===== config.mk =====
export PLATFORM = sky130hd
export DESIGN_NAME = smag_divider
export DESIGN_NICKNAME = d
export VERILOG_FILES = /design/src/rtl/smag_div_pkg.sv /design/src/rtl/smag_div_ctrl.sv /design/src/rtl/smag_div_datapath.sv /design/src/rtl/smag_divider.sv
export SDC_FILE = /design/constraint.sdc
export NUM_CORES = 1
export LEC_CHECK = 0
export BUFFER_PORTS_ARGS = -buffer_cell sky130_fd_sc_hd__buf_4
export CORE_AREA = 2 2 81 83
export CTS_CLUSTER_SIZE = 12
export DETAILED_ROUTE_END_ITERATION = 16
export DIE_AREA = 0 0 83 85
export GPL_TIMING_DRIVEN = 1
export MAX_ROUTING_LAYER = met4
export PLACE_DENSITY = 0.71
export SKIP_LAST_GASP = 1
export SYNTH_ARGS = -nofsm -noshare
export SYNTH_HDL_FRONTEND = slang
export SYNTH_HIERARCHICAL = 1
export SYNTH_SLANG_ARGS = --single-unit
export TNS_END_PERCENT = 30

===== constraint.sdc =====
create_clock -name clk -period 4.35 [get_ports clk]
set_input_delay 0.435 -clock clk [delete_from_list [all_inputs] [get_ports clk]]
set_output_delay 0.435 -clock clk [all_outputs]
set_load 0.02 [all_outputs]

===== src/rtl/smag_div_pkg.sv =====
package smag_div_pkg;

    typedef enum logic [2:0] {
        ST_IDLE,
        ST_CHECK,
        ST_SHIFT,
        ST_SUB,
        ST_DONE
    } div_state_e;

endpackage


===== src/rtl/smag_div_ctrl.sv =====
module smag_div_ctrl
    import smag_div_pkg::*;
#(
    parameter int W = 8
) (
    input  logic clk,
    input  logic rst_n,
    input  logic start,
    input  logic hi_ge,
    output logic load,
    output logic shift_en,
    output logic sub_en,
    output logic busy,
    output logic done,
    output logic ovf
);

    localparam int CW = $clog2(W + 1);
    localparam logic [CW-1:0] STEPS = CW'(W);

    div_state_e state_q, state_d;
    logic [CW-1:0] steps_left;

    // state register
    always_ff @(posedge clk or negedge rst_n) begin
        if (!rst_n) state_q <= ST_IDLE;
        else        state_q <= state_d;
    end

    // transitions
    always_comb begin
        state_d = state_q;
        unique case (state_q)
            ST_IDLE:  if (start) state_d = ST_CHECK;
            ST_CHECK: state_d = hi_ge ? ST_DONE : ST_SHIFT;
            ST_SHIFT: state_d = ST_SUB;
            ST_SUB:   state_d = (steps_left == CW'(1)) ? ST_DONE : ST_SHIFT;
            ST_DONE:  state_d = ST_IDLE;
            default:  state_d = ST_IDLE;
        endcase
    end

    // outputs
    always_comb begin
        load     = 1'b0;
        shift_en = 1'b0;
        sub_en   = 1'b0;
        busy     = 1'b1;
        done     = 1'b0;
        unique case (state_q)
            ST_IDLE:  begin busy = 1'b0; load = start; end
            ST_CHECK: ;
            ST_SHIFT: shift_en = 1'b1;
            ST_SUB:   sub_en = 1'b1;
            ST_DONE:  done = 1'b1;
            default:  busy = 1'b0;
        endcase
    end

    // step counter and sticky overflow
    always_ff @(posedge clk or negedge rst_n) begin
        if (!rst_n) begin
            steps_left <= '0;
            ovf        <= 1'b0;
        end else begin
            if (load) ovf <= 1'b0;
            else if (state_q == ST_CHECK && hi_ge) ovf <= 1'b1;
            if (state_q == ST_CHECK) steps_left <= STEPS;
            else if (sub_en)         steps_left <= steps_left - CW'(1);
        end
    end

    a_r1_busy_after_start: assert property (@(posedge clk) disable iff (!rst_n)
        (start && !busy) |=> busy);

    a_r6_done_one_cycle: assert property (@(posedge clk) disable iff (!rst_n)
        done |=> (!done && !busy));

    a_r2_ovf_rises_with_done: assert property (@(posedge clk) disable iff (!rst_n)
        $rose(ovf) |-> done);

    a_r7_ovf_held_idle: assert property (@(posedge clk) disable iff (!rst_n)
        (!busy && !start) |=> $stable(ovf));

endmodule


===== src/rtl/smag_div_datapath.sv =====
module smag_div_datapath #(
    parameter int W = 8
) (
    input  logic         clk,
    input  logic         rst_n,
    input  logic         load,
    input  logic         shift_en,
    input  logic         sub_en,
    input  logic         dvd_sign,
    input  logic [W-1:0] dvd_hi,
    input  logic [W-1:0] dvd_lo,
    input  logic         dsr_sign,
    input  logic [W-1:0] dsr_mag,
    output logic         hi_ge,
    output logic [W-1:0] a_o,
    output logic [W-1:0] q_o,
    output logic [W-1:0] b_o,
    output logic         qs_o,
    output logic         rs_o
);

    logic         e_q;
    logic [W-1:0] a_q, q_q, b_q;
    logic [W:0]   diff;
    logic [W-1:0] restored;

    // A plus two's complement of B; carry out means A >= B
    assign diff     = {1'b0, a_q} + {1'b0, ~b_q} + {{W{1'b0}}, 1'b1};
    assign restored = diff[W-1:0] + b_q;
    assign hi_ge    = diff[W];

    always_ff @(posedge clk or negedge rst_n) begin
        if (!rst_n) begin
            e_q  <= 1'b0;
            a_q  <= '0;
            q_q  <= '0;
            b_q  <= '0;
            qs_o <= 1'b0;
            rs_o <= 1'b0;
        end else if (load) begin
            e_q  <= 1'b0;
            a_q  <= dvd_hi;
            q_q  <= dvd_lo;
            b_q  <= dsr_mag;
            qs_o <= dvd_sign ^ dsr_sign;
            rs_o <= dvd_sign;
        end else if (shift_en) begin
            {e_q, a_q, q_q} <= {a_q, q_q, 1'b0};
        end else if (sub_en) begin
            if (e_q) begin
                // partial remainder exceeds divisor; carry not copied to E
                a_q     <= diff[W-1:0];
                q_q[0]  <= 1'b1;
            end else if (diff[W]) begin
                a_q     <= diff[W-1:0];
                e_q     <= 1'b1;
                q_q[0]  <= 1'b1;
            end else begin
                a_q     <= restored;
                q_q[0]  <= 1'b0;
            end
        end
    end

    assign a_o = a_q;
    assign q_o = q_q;
    assign b_o = b_q;

endmodule


===== src/rtl/smag_divider.sv =====
module smag_divider #(
    parameter int W = 8
) (
    input  logic         clk,
    input  logic         rst_n,
    input  logic         start,
    input  logic         dvd_sign,
    input  logic [W-1:0] dvd_hi,
    input  logic [W-1:0] dvd_lo,
    input  logic         dsr_sign,
    input  logic [W-1:0] dsr_mag,
    output logic         busy,
    output logic         done,
    output logic         ovf,
    output logic [W-1:0] quo_mag,
    output logic         quo_sign,
    output logic [W-1:0] rem_mag,
    output logic         rem_sign
);

    logic         load, shift_en, sub_en, hi_ge;
    logic [W-1:0] div_q;

    smag_div_ctrl #(.W(W)) ctrl_i (
        .clk      (clk),
        .rst_n    (rst_n),
        .start    (start),
        .hi_ge    (hi_ge),
        .load     (load),
        .shift_en (shift_en),
        .sub_en   (sub_en),
        .busy     (busy),
        .done     (done),
        .ovf      (ovf)
    );

    smag_div_datapath #(.W(W)) dp_i (
        .clk      (clk),
        .rst_n    (rst_n),
        .load     (load),
        .shift_en (shift_en),
        .sub_en   (sub_en),
        .dvd_sign (dvd_sign),
        .dvd_hi   (dvd_hi),
        .dvd_lo   (dvd_lo),
        .dsr_sign (dsr_sign),
        .dsr_mag  (dsr_mag),
        .hi_ge    (hi_ge),
        .a_o      (rem_mag),
        .q_o      (quo_mag),
        .b_o      (div_q),
        .qs_o     (quo_sign),
        .rs_o     (rem_sign)
    );

    a_r4_rem_below_divisor: assert property (@(posedge clk) disable iff (!rst_n)
        (done && !ovf) |-> (rem_mag < div_q));

    a_r3_zero_divisor: assert property (@(posedge clk) disable iff (!rst_n)
        (done && div_q == '0) |-> ovf);

endmodule


==> impl_metrics.toml <==
[sta]
clock-skew-final_ns = 0.005326
maxSlewHeadroom = 0.6616
final_min_period_over_clock_period = 0.7733
hold_violations = 0
tightest_slew_ns = 0.5076
timing.hold.ws_ns = 0.09407
fin_ws_ns = 0.9862
finalWorstPathRequiredPeriod_ns = 3.364
tns_ns = 0
drv_slew = 0
setup_violations = 0
rsz0062_at_grt = "no"
max_freq_mhz = 297.3

[clocking]
worst_skew_pair.late_latency_ns = 0.29
cts_inserted_buffers = 5
cts-root-to-sink-buffers = 2
tritoncts_clock_tree = "yes"
clk_transition_reported_paths_ns = 0.07
ctsHoldBuffers = 0
post_cts_resized = 0
cts.htree.levels = 2
clkSinkCount = 35
post-cts-setup-buffers = 0
clock-root-buffer = "sky130_fd_sc_hd__clkbuf_8"

[final_layout]
diodes = 0
final_core_util = 0.4755
final_layout_size_suffix_gt1_frac = 0.2293
nNetsFinal = 361
area_growth_syn_to_layout_pct = 21.23
nFillCells = 590

[critical_path]
critical_path_class = "reg2reg"
worstSetupStartpointType = "flip-flop"
worst_setup_path_startpoint = "dp_i/a_o[0]"
crit_required_ns = 4.50
regToRegStartpoint = "dp_i/a_o[0]"
slowest_delay_ns = 0.48
regToRegEndpoint = "dp_i/a_o[7]"
worst-r2r-setup-slack_ns = 0.99
endpoint_kind = "flip-flop"
cpMaxStageDelayCell = "sky130_fd_sc_hd__fa_1"
critical_path.n_buffers_inverters = 2
reg2regPathDepth = 13
timing.critical_path.fanout_max = 5
timing.critical_path.max_delay_family = "adder cells"
worstPathCellList = "inv_1 -> ha_1 -> inv_1 -> fa_1 -> a21o_2 -> a211oi_1 -> a21oi_1 -> ha_1 -> or4_1 -> or3_1 -> a31o_1 -> xnor2_1 -> o221ai_1"
critical_path_arrival_ns = 3.51

[drt]
post_drt_via_cell_ratio = 5.376
route.final.wire_length_mm = 5.654
drc_errors = 0
drt-initial-drc-count = 116
drtPass1Iterations = 4
route.antenna.remaining_nets = 0
wire_per_inst_microns = 14.46
via_count = 2102

[yosys]
yosysMostFrequentCell = "sky130_fd_sc_hd__dfrtp_1"
netlist_area_sq_um = 2434
ys_dominant_reg_cell = "sky130_fd_sc_hd__dfrtp_1"
synth_cell_type_count = 56
synthCells = 267
synth.avg_cell_area_sq_um = 9.115
ys_top_cells_by_area = "sky130_fd_sc_hd__dfrtp_1, sky130_fd_sc_hd__ha_1, sky130_fd_sc_hd__a21oi_1"
yosys.area.top_type = "sky130_fd_sc_hd__dfrtp_1"
synth_top_cells_by_count = "sky130_fd_sc_hd__dfrtp_1, sky130_fd_sc_hd__a21oi_1, sky130_fd_sc_hd__o21ai_0"
seq_area_frac_synth = 0.3599
synth_seq_cells = 35
synthDominantCellAreaShare = 0.3599
share_of_synthesized_registers_carrying_an_async_set_or_reset = 1.000
synth_enable_flop_cells = 0
ys.warnings.count = 6
syn_nets = 315

[global_route]
grt_usage = 0.1711
grt_start_max_net_pins = 54
grt_first_pass_wirelength_mm = 9.522
grt_antenna_before_repair = 0
grt.overflow.total = 0
grt_pass1_vias = 2058

[run_status]
status = "finished, final reports clean"

[placement]
portBuffers = 49
dp_hpwl_mm = 4.092
dp_worst_setup_slack_ns = 0.9858
gp_congestion = 0.8375

[floorplanning]
start_util = 0.3922
floorplan.die.width_microns = 83
row_count = 29
floorplan.core_area_sq_um = 6205
die_y_microns = 85
design.die.area_sq_um = 7055
i_o_pins = 50

[worst_hold_path]
min-delay-path-class = "in2async"

[flow_run]
cap_viol_max_count = 0
-- layout make-up --
type                    count  area (sq um)  share of cell area
clock buffers               8         100.1             0.03393
well taps                  77         96.34             0.03265
repair buffers             51         382.9              0.1298
multi-input cells         207          1446              0.4902
flip-flops and latches     35         875.8              0.2969
inverters                  13         48.80             0.01654
-- cell usage in the layout, fill, tap and decap left out, drive strengths merged, types with 3 or more instances in the layout --
master	n
a21oi	24
a211o	5
clkbuf	8
a21o	5
buf	51
mux2i	9
dfrtp	35
a211oi	7
xnor2	8
ha	17
o21bai	3
inv	13
nor2b	4
mux2	4
nor3	7
and2	3
xor2	3
nand2b	3
nor2	21
a31oi	3
nor3b	4
o21a	4
nand2	22
o21ai	27
-- worst max-delay path by stage --
| stage | end | slack [ns] | depth (start not counted) |
|---|---|---|---|
| after CTS | dp_i/a_o[7] | 0.98 | 13 |
| after global placement | dp_i/a_o[7] | 1.09 | 13 |
| after detailed placement | dp_i/a_o[7] | 0.99 | 15 |
| final | dp_i/a_o[7] | 0.99 | 13 |
| after floorplan | dp_i/a_o[7] | 1.12 | 13 |
| after global routing | dp_i/a_o[7] | 0.73 | 15 |
-- sequential cells by signal (all words and copies together), names as in the netlist --
| name | count |
|---|---|
| dp_i/q_o | 8 |
| dp_i/b_o | 8 |
| dp_i/a_o | 8 |
| dp_i/rs_o | 1 |
| ctrl_i/state_q | 3 |
| ctrl_i/steps_left | 4 |
| dp_i/qs_o | 1 |
| dp_i/e_q | 1 |
| ctrl_i/ovf | 1 |
-- stage by stage --
stage	instance area, sq um	std cells
2_1_floorplan	2434	267
3_3_place_gp	2850	383
3_5_place_dp	2850	383
4_1_cts	2950	391
5_1_grt	2950	391
6_report	2950	391
-- cell families (layout without fill, tap and decap cells) --
kind of cell	after synthesis	count (layout)	share of synthesized area
mux	13	13	0.05707
fa+ha+maj	19	19	0.1039
compound gates	89	89	0.2355
xor+xnor	11	11	0.03959
flops	35	35	0.3599
simple gates	75	75	0.1558
buf+inv	25	72	0.04833
-- metal layers --
metal,track usage,vias to the layer above,wire length [microns]
li1,-,1057,-
met1,0.2151,977,2654
met2,0.2720,59,2613
met3,0.03113,9,275
met4,0.07303,0,110
met5,-,-,0
Power is left out: the tool's default activity adds up to more than one toggle a clock period on the data nets, which glitch-free logic cannot reach.
